**src/rtl/sram_ctl_pkg.sv**
```systemverilog
package sram_ctl_pkg;

  typedef enum logic [2:0] {
    ST_IDLE,
    ST_READ,
    ST_WSETUP,
    ST_WPULSE,
    ST_WHOLD,
    ST_TURN
  } state_t;

  // Per-state pin intent, registered by the top so the pins come from flops.
  typedef struct packed {
    logic sel;     // both chip selects active
    logic rd_en;   // output enable asserted
    logic wr_en;   // write enable asserted
    logic drive;   // pad drivers on
  } pins_t;

  function automatic int ns_to_cyc(input int ns, input int clk_ns);
    int c;
    c = (ns + clk_ns - 1) / clk_ns;
    return (c < 1) ? 1 : c;
  endfunction

  function automatic int imax(input int a, input int b);
    return (a > b) ? a : b;
  endfunction

  function automatic pins_t decode(input state_t s);
    pins_t p;
    p = '0;
    case (s)
      ST_READ:   begin p.sel = 1'b1; p.rd_en = 1'b1; end
      ST_WSETUP: begin p.sel = 1'b1; p.drive = 1'b1; end
      ST_WPULSE: begin p.sel = 1'b1; p.wr_en = 1'b1; p.drive = 1'b1; end
      ST_WHOLD:  begin p.sel = 1'b1; p.drive = 1'b1; end
      default:   p = '0;
    endcase
    return p;
  endfunction

endpackage

```
**src/rtl/sram_ctl_timer.sv**
```systemverilog
module sram_ctl_timer #(
  parameter int CNT_W = 4
) (
  input  logic             clk,
  input  logic             rst_n,
  input  logic             load,
  input  logic [CNT_W-1:0] load_val,
  output logic             last
);
  logic [CNT_W-1:0] cnt_q;

  always_ff @(posedge clk) begin
    if (!rst_n)            cnt_q <= '0;
    else if (load)         cnt_q <= load_val;
    else if (cnt_q != '0)  cnt_q <= cnt_q - 1'b1;
  end

  assign last = (cnt_q == '0);
endmodule

```
**src/rtl/sram_ctl_datapath.sv**
```systemverilog
module sram_ctl_datapath #(
  parameter int AW = 19,
  parameter int DW = 8
) (
  input  logic          clk,
  input  logic          rst_n,
  input  logic          accept,
  input  logic [AW-1:0] req_addr,
  input  logic [DW-1:0] req_wdata,
  input  logic          capture,
  input  logic [DW-1:0] mem_dq_in,
  output logic [AW-1:0] mem_addr,
  output logic [DW-1:0] mem_dq_out,
  output logic          rsp_valid,
  output logic [DW-1:0] rsp_rdata
);
  logic [AW-1:0] addr_q;
  logic [DW-1:0] wdata_q;
  logic [DW-1:0] rdata_q;
  logic          rvalid_q;

  always_ff @(posedge clk) begin
    if (!rst_n) begin
      addr_q  <= '0;
      wdata_q <= '0;
    end else if (accept) begin
      addr_q  <= req_addr;
      wdata_q <= req_wdata;
    end
  end

  always_ff @(posedge clk) begin
    if (!rst_n) begin
      rdata_q  <= '0;
      rvalid_q <= 1'b0;
    end else begin
      rvalid_q <= capture;
      if (capture) rdata_q <= mem_dq_in;
    end
  end

  assign mem_addr   = addr_q;
  assign mem_dq_out = wdata_q;
  assign rsp_valid  = rvalid_q;
  assign rsp_rdata  = rdata_q;
endmodule

```
**src/rtl/sram_ctl.sv**
```systemverilog
module sram_ctl
  import sram_ctl_pkg::*;
#(
  parameter int AW       = 19,
  parameter int DW       = 8,
  parameter int CLK_NS   = 10,
  parameter int T_AA_NS  = 100,  // address to data
  parameter int T_OE_NS  = 40,   // output enable to data
  parameter int T_RC_NS  = 100,  // minimum read cycle
  parameter int T_WC_NS  = 100,  // minimum write cycle
  parameter int T_AS_NS  = 0,    // address setup before write enable falls
  parameter int T_WP_NS  = 50,   // write pulse
  parameter int T_AW_NS  = 60,   // address valid to end of write
  parameter int T_DW_NS  = 45,   // data setup to end of write
  parameter int T_DH_NS  = 0,    // data hold after end of write
  parameter int T_WR_NS  = 5,    // write recovery
  parameter int T_HZ_NS  = 35    // memory output release
) (
  input  logic          clk,
  input  logic          rst_n,
  input  logic          req_valid,
  output logic          req_ready,
  input  logic          req_write,
  input  logic [AW-1:0] req_addr,
  input  logic [DW-1:0] req_wdata,
  output logic          rsp_valid,
  output logic [DW-1:0] rsp_rdata,
  output logic [AW-1:0] mem_addr,
  output logic          mem_ce_n,
  output logic          mem_ce,
  output logic          mem_oe_n,
  output logic          mem_we_n,
  output logic [DW-1:0] mem_dq_out,
  output logic          mem_dq_oe,
  input  logic [DW-1:0] mem_dq_in
);
  localparam int RD_CYC = ns_to_cyc(imax(T_AA_NS, T_OE_NS), CLK_NS);
  localparam int SU_CYC = ns_to_cyc(T_AS_NS, CLK_NS);
  localparam int WP_CYC = imax(ns_to_cyc(T_WP_NS, CLK_NS),
                               ns_to_cyc(imax(T_DW_NS, T_AW_NS), CLK_NS) - SU_CYC);
  localparam int HD_CYC = ns_to_cyc(T_DH_NS, CLK_NS);
  localparam int TA_CYC = imax(imax(ns_to_cyc(T_HZ_NS, CLK_NS), ns_to_cyc(T_WR_NS, CLK_NS)),
                               imax(ns_to_cyc(T_RC_NS, CLK_NS) - RD_CYC,
                                    ns_to_cyc(T_WC_NS, CLK_NS) - SU_CYC - WP_CYC - HD_CYC));
  localparam int MAX_CYC = imax(imax(RD_CYC, SU_CYC), imax(imax(WP_CYC, HD_CYC), TA_CYC));
  localparam int CNT_W   = $clog2(MAX_CYC + 1);

  state_t           state_q, state_d;
  logic             load;
  logic [CNT_W-1:0] load_val;
  logic             last;
  logic             accept;
  logic             capture;
  pins_t            pins_q;

  assign req_ready = (state_q == ST_IDLE);
  assign accept    = req_valid && req_ready;

  sram_ctl_timer #(.CNT_W(CNT_W)) u_timer (
    .clk      (clk),
    .rst_n    (rst_n),
    .load     (load),
    .load_val (load_val),
    .last     (last)
  );

  always_comb begin
    state_d  = state_q;
    load     = 1'b0;
    load_val = '0;
    capture  = 1'b0;
    case (state_q)
      ST_IDLE: if (req_valid) begin
        load = 1'b1;
        if (req_write) begin
          state_d  = ST_WSETUP;
          load_val = CNT_W'(SU_CYC - 1);
        end else begin
          state_d  = ST_READ;
          load_val = CNT_W'(RD_CYC - 1);
        end
      end
      ST_READ: if (last) begin
        capture  = 1'b1;
        state_d  = ST_TURN;
        load     = 1'b1;
        load_val = CNT_W'(TA_CYC - 1);
      end
      ST_WSETUP: if (last) begin
        state_d  = ST_WPULSE;
        load     = 1'b1;
        load_val = CNT_W'(WP_CYC - 1);
      end
      ST_WPULSE: if (last) begin
        state_d  = ST_WHOLD;
        load     = 1'b1;
        load_val = CNT_W'(HD_CYC - 1);
      end
      ST_WHOLD: if (last) begin
        state_d  = ST_TURN;
        load     = 1'b1;
        load_val = CNT_W'(TA_CYC - 1);
      end
      ST_TURN: if (last) state_d = ST_IDLE;
      default: state_d = ST_IDLE;
    endcase
  end

  always_ff @(posedge clk) begin
    if (!rst_n) begin
      state_q <= ST_IDLE;
      pins_q  <= '0;
    end else begin
      state_q <= state_d;
      pins_q  <= decode(state_d);
    end
  end

  sram_ctl_datapath #(.AW(AW), .DW(DW)) u_dp (
    .clk        (clk),
    .rst_n      (rst_n),
    .accept     (accept),
    .req_addr   (req_addr),
    .req_wdata  (req_wdata),
    .capture    (capture),
    .mem_dq_in  (mem_dq_in),
    .mem_addr   (mem_addr),
    .mem_dq_out (mem_dq_out),
    .rsp_valid  (rsp_valid),
    .rsp_rdata  (rsp_rdata)
  );

  assign mem_ce_n  = ~pins_q.sel;
  assign mem_ce    =  pins_q.sel;
  assign mem_oe_n  = ~pins_q.rd_en;
  assign mem_we_n  = ~pins_q.wr_en;
  assign mem_dq_oe =  pins_q.drive;
endmodule

```
**config.mk**
```make
export PLATFORM = sky130hd
export DESIGN_NAME = sram_ctl
export DESIGN_NICKNAME = d
export VERILOG_FILES = /design/src/rtl/sram_ctl_pkg.sv /design/src/rtl/sram_ctl_timer.sv /design/src/rtl/sram_ctl_datapath.sv /design/src/rtl/sram_ctl.sv
export SDC_FILE = /design/constraint.sdc
export NUM_CORES = 1
export LEC_CHECK = 0
export BUFFER_PORTS_ARGS = -buffer_cell sky130_fd_sc_hd__buf_2
export CAP_MARGIN = 10
export CORE_MARGIN = 2
export CORE_UTILIZATION = 30
export DETAILED_ROUTE_END_ITERATION = 6
export PLACE_DENSITY_LB_ADDON = 0.08
export SYNTH_ARGS = -nofsm -noshare
export SYNTH_HDL_FRONTEND = slang
export SYNTH_SLANG_ARGS = --single-unit
```
**constraint.sdc**
```tcl
create_clock -name clk -period 2 [get_ports clk]
set_input_delay 0.6 -clock clk [delete_from_list [all_inputs] [get_ports clk]]
set_output_delay 0.6 -clock clk [all_outputs]
set_load 0.1 [all_outputs]
```
==> results of run 1 <==
-- area by class of cell --
cell class	instances	area share (%)
clock buffers	6	2.82
inverters	7	1.17
repair buffers	93	20.4
clock inverters	2	2.34
well taps	75	3.65
flip-flops and latches	47	36.6
multi-input cells	153	32.9
-- routing by layer --
metal | vias up | part of all wire, %
li1 | 914 | -
met5 | - | 0
met2 | 45 | 47
met1 | 778 | 47
met4 | 0 | 0.17
met3 | 2 | 5.8
-- worst max path at each step --
stage	start	end	depth (start not counted)
after floorplan	state_q[0]	req_ready	2
after global placement	req_valid	mem_dq_oe	5
after detailed placement	req_valid	mem_dq_oe	5
after CTS	u_timer.cnt_q[0]	mem_dq_oe	6
after global routing	u_timer.cnt_q[0]	mem_dq_oe	6
final	u_timer.cnt_q[0]	mem_dq_oe	6
-- cells in the final DEF, fill, tap and decap left out, types with 3 or more instances in the layout --
| cell | instances |
|---|---|
| buf_4 | 12 |
| a31oi_1 | 3 |
| mux2i_1 | 8 |
| clkbuf_8 | 5 |
| nand2_1 | 57 |
| nor3_1 | 4 |
| o21ai_0 | 5 |
| inv_1 | 5 |
| nor2_1 | 16 |
| buf_2 | 79 |
| dfxtp_1 | 46 |
| a21oi_1 | 33 |
-- registers in the layout, summed over array words and instances, names as in the netlist --
register	flops
u_dp.mem_addr	19
u_dp.mem_dq_out	8
u_dp.rsp_rdata	8
u_timer.cnt_q	4
state_q	3
pins_q	2
mem_ce	1
mem_dq_oe	1
u_dp.rsp_valid	1
-- report_power, final --
group | switching (W) | total (W) | leakage [nW] | internal, W
combinational | 0.00185 | 0.00247 | 0.764 | 0.000618
clock | 0.000311 | 0.000810 | 0.0654 | 0.000499
sequential | 0.000106 | 0.00124 | 0.385 | 0.00113
-- metrics by stage --
| step | power, W | hold WS, ns | instances | util (%) |
|---|---|---|---|---|
| 3_3_place_gp | 0.00374 | 0.440 | 375 | 40.9 |
| 2_1_floorplan | 0.00321 | 0.491 | 222 | - |
| 6_report | 0.00452 | 0.452 | 383 | 43.2 |
| 3_5_place_dp | 0.00374 | 0.443 | 375 | 40.9 |
| 4_1_cts | 0.00457 | 0.456 | 383 | 43.2 |
| 5_1_grt | 0.00476 | 0.475 | 383 | 43.2 |
-- cells by family after synthesis --
| group | count (synthesis) |
|---|---|
| buffers and inverters | 22 |
| XOR/XNOR | 2 |
| adder cells (fa/ha/maj) | 1 |
| AO/OA/AOI/OAI | 52 |
| AND/OR/NAND/NOR | 90 |
| flip-flops | 47 |
| multiplexers | 8 |
-- worst max-delay path, cell delays in order, from the launching register on --
cell	delay, ns
dfxtp_1	0.34
inv_1	0.07
ha_1	0.15
or3b_1	0.40
o32a_1	0.36
a2111oi_4	0.37
a31o_1	0.14
==> impl_metrics.tcl, run 1 <==
set metrics [dict create \
    status "complete, no violations" \
    synth.area.top_cells "dfxtp_1, nand2_1, a21oi_1" \
    drt-pass1-iter-count 4 \
    fill_cells 640 \
    antenna_cells 0 \
    synth_top_area_cell "dfxtp_1" \
    post-route-cell-area_um2 2570 \
    synth_warnings 0 \
    ys_seq_area_share_pct 50.6 \
    synthArstFlopShare_pct 0 \
    num_vias 1739 \
    rsz0062_at_grt "no" \
    clockRootBuffer "clkbuf_8" \
    synth_top_area_share_pct 50.6 \
    crit_path_end_kind "flip-flop" \
    clkTransAtPathRegs_ns 0.08 \
    h-tree-depth 2 \
    ir_worst_vdd_uv 1010 \
    cts.sinks 47 \
    yosys.area_share.simple_pct 21.2 \
    worstMarginPinSlew_ns 0.494 \
    grt_overflow 0 \
    r2r_start "u_timer.cnt_q[0]" \
    ys_ff_latch 47 \
    synth_compound_area_share_pct 17.5 \
    synth_common_cells "nand2_1, dfxtp_1, a21oi_1" \
    synthMuxAreaShare_pct 4.30 \
    synthAdderAreaFrac_pct 0.672 \
    slew-limit-headroom_pct 67.3 \
    critical_path_arrival_ns 2.12 \
    netlist_area_um2 1860 \
    report.final.slew_viol_count 0 \
    ioPinCount 81 \
    die_y_um 82.8 \
    grt_max_degree 28 \
    insertion_delay_ns 0.30 \
    die_x_um 82.8 \
    postSynthCellCount 222 \
    start_util_pct 31.2 \
    skew_ns 0.00627 \
    hold_path_end "u_dp.mem_addr[15]" \
    rows 28 \
    path_max_fanout 4 \
    worst_slack_ns 0.124 \
    port_buffers 80 \
    clk_path_buf_depth 2 \
    design.core.area_um2 5960 \
    avgRoutedWirePerCell_um 12.0 \
    synth-xor-area-share_pct 0.941 \
    cap_violations 0 \
    use_met1_pct 17.3 \
    wl_mm 4.59 \
    gr-usage-met2_pct 21.4 \
    synth_cell_type_count 35 \
    drive_above_1_share_pct 34.4 \
    final_antenna_net_count 0 \
    cts_tree "done" \
    setup_violations 0 \
    hold_start "u_dp.mem_addr[15]" \
    synth_most_common_cell "nand2_1" \
    synthToLayoutAreaGrowth_pct 38.2 \
    gr-usage-all-layers_pct 13.5 \
    synthesis.nets 262 \
    grt_pass1_wl_mm 7.00 \
    routabilityCongestion 0.713 \
    use_met3_pct 4.24 \
    synth_top_family_by_area "simple AND/OR/NAND/NOR gates" \
    finalCriticalPeriod_ns 1.88 \
    hold_viol 0 \
    ys.flop_type "dfxtp_1" \
    top_usage_layer "met2" \
    p_leak_nw 1.21 \
    postPlaceCellArea_um2 2440 \
    dp_hpwl_mm 3.27 \
    period_share_pct 93.8 \
    post_cts_resized 0 \
    final_nets 347 \
    worst_r2r_endpoint "mem_dq_oe" \
    hp-class "reg2reg" \
    r2r_cells 6 \
    rrSetupSlack_ns 0.12 \
    worstSetupPathType "reg2reg" \
    holdPathStages 2 \
    grt_pass1_vias 1567 \
    hold_buffers 0 \
    dieArea_um2 6850 \
    syn_area_per_cell_um2 8.38 \
    drc 0 \
    grt_antenna_before_repair 0 \
    via_per_inst 4.54 \
    worstPathRequired_ns 2.25 \
    numCtsBuffers 5 \
    multi_input_area_um2 847 \
    timing.fmax_mhz 533 \
    dp_slack_ns 0.0554 \
    p_per_area_nw_per_um2 1760 \
    crit_path_start_kind "flip-flop" \
    regArea_um2 942 \
    fin_tns_setup_ns 0 \
    cts_setup_buffers 0 \
    synth_edf_count 0 \
    drt_iter0_drc 50 \
]
Note: power is estimated with default switching activity, not from simulation.
==> run 2: changes to the inputs <==
clock period = 1.9 ns   (was 2 ns; I/O delays follow)
==> impl_metrics.tcl, run 2 (same netlist as run 1, synthesis figures left out) <==
set metrics [dict create \
    status "complete, no violations" \
    r2r_start "u_timer.cnt_q[0]" \
    port_buffers 80 \
    slew-limit-headroom_pct 66.9 \
    dp_hpwl_mm 3.30 \
    die_y_um 82.8 \
    rrSetupSlack_ns 0.14 \
    fin_tns_setup_ns 0 \
    r2r_cells 8 \
    clockRootBuffer "clkbuf_8" \
    rsz0062_at_grt "no" \
    drive_above_1_share_pct 35.8 \
    insertion_delay_ns 0.30 \
    multi_input_area_um2 847 \
    grt_pass1_vias 1588 \
    via_per_inst 4.56 \
    worstSetupPathType "reg2out" \
    path_max_fanout 16 \
    hold_buffers 0 \
    design.core.area_um2 5960 \
    post-route-cell-area_um2 2590 \
    crit_path_start_kind "flip-flop" \
    final_antenna_net_count 0 \
    fill_cells 634 \
    worst_r2r_endpoint "mem_dq_oe" \
    wl_mm 4.59 \
    report.final.slew_viol_count 0 \
    drt_iter0_drc 73 \
    grt_pass1_wl_mm 7.19 \
    worstMarginPinSlew_ns 0.500 \
    cap_violations 0 \
    ir_worst_vdd_uv 899 \
    routabilityCongestion 0.745 \
    hold_start "u_dp.mem_addr[6]" \
    dieArea_um2 6850 \
    hold_slack_ns 0.454 \
    hp-class "reg2reg" \
    p_leak_nw 1.24 \
    p_per_area_nw_per_um2 1820 \
    clkTransAtPathRegs_ns 0.09 \
    grt_overflow 0 \
    postPlaceCellArea_um2 2480 \
    hold_path_end "u_dp.mem_addr[6]" \
    drc 0 \
    crit_path_start "state_q[0]" \
    cts_tree "done" \
    finalCriticalPeriod_ns 1.80 \
    synthToLayoutAreaGrowth_pct 39.4 \
    antenna_cells 0 \
    clk_path_buf_depth 2 \
    final_nets 352 \
    cts.sinks 47 \
    regArea_um2 942 \
    largest_reg_flops 19 \
    num_vias 1768 \
    grt_antenna_before_repair 0 \
    layout_common_cells "buf_2, nand2_1, dfxtp_1" \
    period_share_pct 94.7 \
    crit_path_end_kind "output port" \
    final_common_cell "buf_2" \
    drt-pass1-iter-count 4 \
    numCtsBuffers 5 \
    start_util_pct 31.2 \
    gr-usage-all-layers_pct 13.8 \
    ioPinCount 81 \
    setup_violations 0 \
    cts_setup_buffers 0 \
    fin_util_pct 43.6 \
    hold_viol 0 \
    worstPathRequired_ns 1.33 \
    die_x_um 82.8 \
    rows 28 \
    grt_max_degree 28 \
    holdPathStages 2 \
    h-tree-depth 2 \
    avgRoutedWirePerCell_um 11.8 \
    skew_ns 0.00810 \
    timing.fmax_mhz 556 \
    critical_path_arrival_ns 1.23 \
]
-- run 2: cell types whose count changed in the layout (fill, tap and decap cells not counted), sizes merged --
| cell | delta |
|---|---|
| buf | +5 |
| bufinv | -1 |
| clkinv | +1 |
-- run 2: per-stage QoR --
step	worst slack (ns)	std cells	power (W)
2_1_floorplan	-0.0507	222	0.00337
3_3_place_gp	-0.000279	380	0.00398
3_5_place_dp	-0.0199	380	0.00398
4_1_cts	0.0340	388	0.00477
5_1_grt	0.00932	388	0.00496
6_report	0.100	388	0.00471
-- run 2: critical path: stages (launching register included) --
cell	delay, ns
dfxtp_1	0.33
buf_4	0.20
nor3_4	0.20
buf_12	0.20
-- run 2: worst max path at each step --
stage / to / slack [ns] / cells after the start
CTS: mem_dq_oe / 0.03 / 6
finish: req_ready / 0.10 / 3
global route: mem_dq_oe / 0.009 / 8
floorplan: req_ready / -0.05 / 2
global placement: mem_dq_oe / -0.0003 / 5
detailed placement: mem_dq_oe / -0.02 / 5
-- run 2: power breakdown --
| part | internal, W | switching [W] | total, W |
|---|---|---|---|
| registers | 0.00119 | 0.0000989 | 0.00129 |
| clock network | 0.000426 | 0.000342 | 0.000768 |
| logic | 0.000688 | 0.00197 | 0.00266 |
-- run 2: repair_timing --
item | CTS | global route
endpoints found under the hold margin | 0 | 0
gates resized for setup | 0 | 0
endpoints found under the setup margin | 0 | 1
-- run 2: area by class of cell --
type	instances	share of cell area, %
Clock buffer	6	3.18
Tap cell	75	3.62
Sequential cell	47	36.3
Inverter	7	1.16
Timing Repair Buffer	98	21.7
Multi-Input combinational cell	153	32.7
Clock inverter	2	1.35
-- run 2: routing by layer --
layer / global-route usage [%] / vias to the layer above / share of wire (%)
met5: 0 / - / 0
met3: 4.78 / 6 / 7.0
met1: 17.9 / 795 / 46
met4: 4.43 / 0 / 1.3
li1: - / 921 / -
met2: 21.5 / 46 / 46
==> run 3: changes to the inputs <==
REMOVE_ABC_BUFFERS = 1   (was not set)
==> impl_metrics.tcl, run 3 (same netlist as run 1, synthesis figures left out) <==
set metrics [dict create \
    crit_path_start_kind "flip-flop" \
    worstPathRequired_ns 1.33 \
    grt_pass1_vias 1615 \
    antenna_cells 0 \
    dp_hpwl_mm 3.37 \
    via_per_inst 4.52 \
    worst_slack_ns 0.0950 \
    cts.sinks 47 \
    drt_iter0_drc 61 \
    finalCriticalPeriod_ns 1.81 \
    timing.fmax_mhz 554 \
    p_leak_nw 1.24 \
    largest_reg_flops 19 \
    worstSetupPathType "reg2out" \
    finalPower_w 0.00467 \
    hold_viol 0 \
    dp_slack_ns -0.0522 \
    hold_slack_ns 0.456 \
    design.core.area_um2 5960 \
    fin_tns_setup_ns 0 \
    ioPinCount 81 \
    rsz0062_at_grt "no" \
    skew_ns 0.00386 \
    dieArea_um2 6850 \
    wl_mm 4.61 \
    clockRootBuffer "clkbuf_8" \
    layout_common_cells "buf_2, nand2_1, dfxtp_1" \
    h-tree-depth 2 \
    numCtsBuffers 5 \
    clk_path_buf_depth 2 \
    report.final.slew_viol_count 0 \
    drt-pass1-iter-count 4 \
    drive_above_1_share_pct 37.1 \
    grt_antenna_before_repair 0 \
    start_util_pct 31.2 \
    period_share_pct 95.0 \
    status "complete, no violations" \
    insertion_delay_ns 0.30 \
    critical_path_arrival_ns 1.24 \
    drc 0 \
    path_max_fanout 6 \
    grt_overflow 0 \
    port_buffers 80 \
    setup_violations 0 \
    cts_tree "done" \
    final_nets 354 \
    grt_pass1_wl_mm 7.49 \
    worstMarginPinSlew_ns 0.498 \
    final_common_cell "buf_2" \
    rows 28 \
    gr-usage-all-layers_pct 14.4 \
    hp-class "reg2reg" \
    crit_path_max_incr_delay_ns 0.34 \
    num_vias 1761 \
    clkTransAtPathRegs_ns 0.08 \
    p_per_area_nw_per_um2 1790 \
    slowest_stage "dfxtp_1" \
    synthToLayoutAreaGrowth_pct 40.3 \
    cap_violations 0 \
    ir_worst_vdd_uv 845 \
    avgRoutedWirePerCell_um 11.8 \
    grt_max_degree 28 \
    crit_chain "buf_4 > nor3_4 > buf_12" \
    final_antenna_net_count 0 \
    slew-limit-headroom_pct 67.0 \
    die_x_um 82.8 \
    crit_path_end_kind "output port" \
    die_y_um 82.8 \
    routabilityCongestion 0.786 \
]
[run 3: worst paths after layout]
kind / startpoint / endpoint / slack, ns / cells after the start
hold / removal: u_dp.mem_addr[4] / u_dp.mem_addr[4] / 0.46 / 2
setup / recovery: state_q[1] / req_ready / 0.09 / 3
setup reg to reg: u_timer.cnt_q[1] / mem_dq_oe / 0.09 / 6
hold reg to reg: u_dp.mem_addr[4] / u_dp.mem_addr[4] / 0.46 / 2
[run 3: final cells by class]
| class | instances | area (um2) |
|---|---|---|
| multi-input combinational | 153 | 862 |
| tap | 75 | 93.8 |
| sequential | 47 | 943 |
| clock buffer | 7 | 86.3 |
| timing repair buffer | 100 | 591 |
| fill | 617 | 3340 |
| inverter | 7 | 26.3 |
| clock inverter | 1 | 8.76 |
[run 3: worst max-delay path, delay by kind of cell (launching register included)]
| kind | cells | cell delay (ns) |
|---|---|---|
| simple gates | 1 | 0.23 |
| buf+inv | 2 | 0.36 |
| flops | 1 | 0.34 |
[run 3: report_power, final]
group | total (W) | internal, W | switching [W]
registers | 0.00131 | 0.00119 | 0.000114
logic | 0.00273 | 0.000762 | 0.00197
clock network | 0.000628 | 0.000298 | 0.000330
[run 3: repair_timing]
| item | CTS | global route |
|---|---|---|
| buffers inserted | 0 | 0 |
| pin swaps | 0 | 3 |
| gates cloned | 0 | 0 |
| resized for setup | 1 | 9 |
| endpoints found under the setup margin | 1 | 3 |
| hold buffers | 0 | 0 |
[run 3: routing by layer]
layer  up-vias  part of all wire (%)  global-route usage, %
met5         -                     0                      0
met4         0                   1.3                   5.25
met2        40                    47                   22.9
met1       786                    46                   17.9
li1        929                     -                      -
met3         6                   6.1                   5.00
[run 3: per-stage QoR]
stage,util [%],instance area [um2],cells
2_1_floorplan,-,1800,207
3_3_place_gp,41.8,2490,382
3_5_place_dp,41.8,2490,382
4_1_cts,43.4,2590,390
5_1_grt,43.8,2610,390
6_report,43.8,2610,390
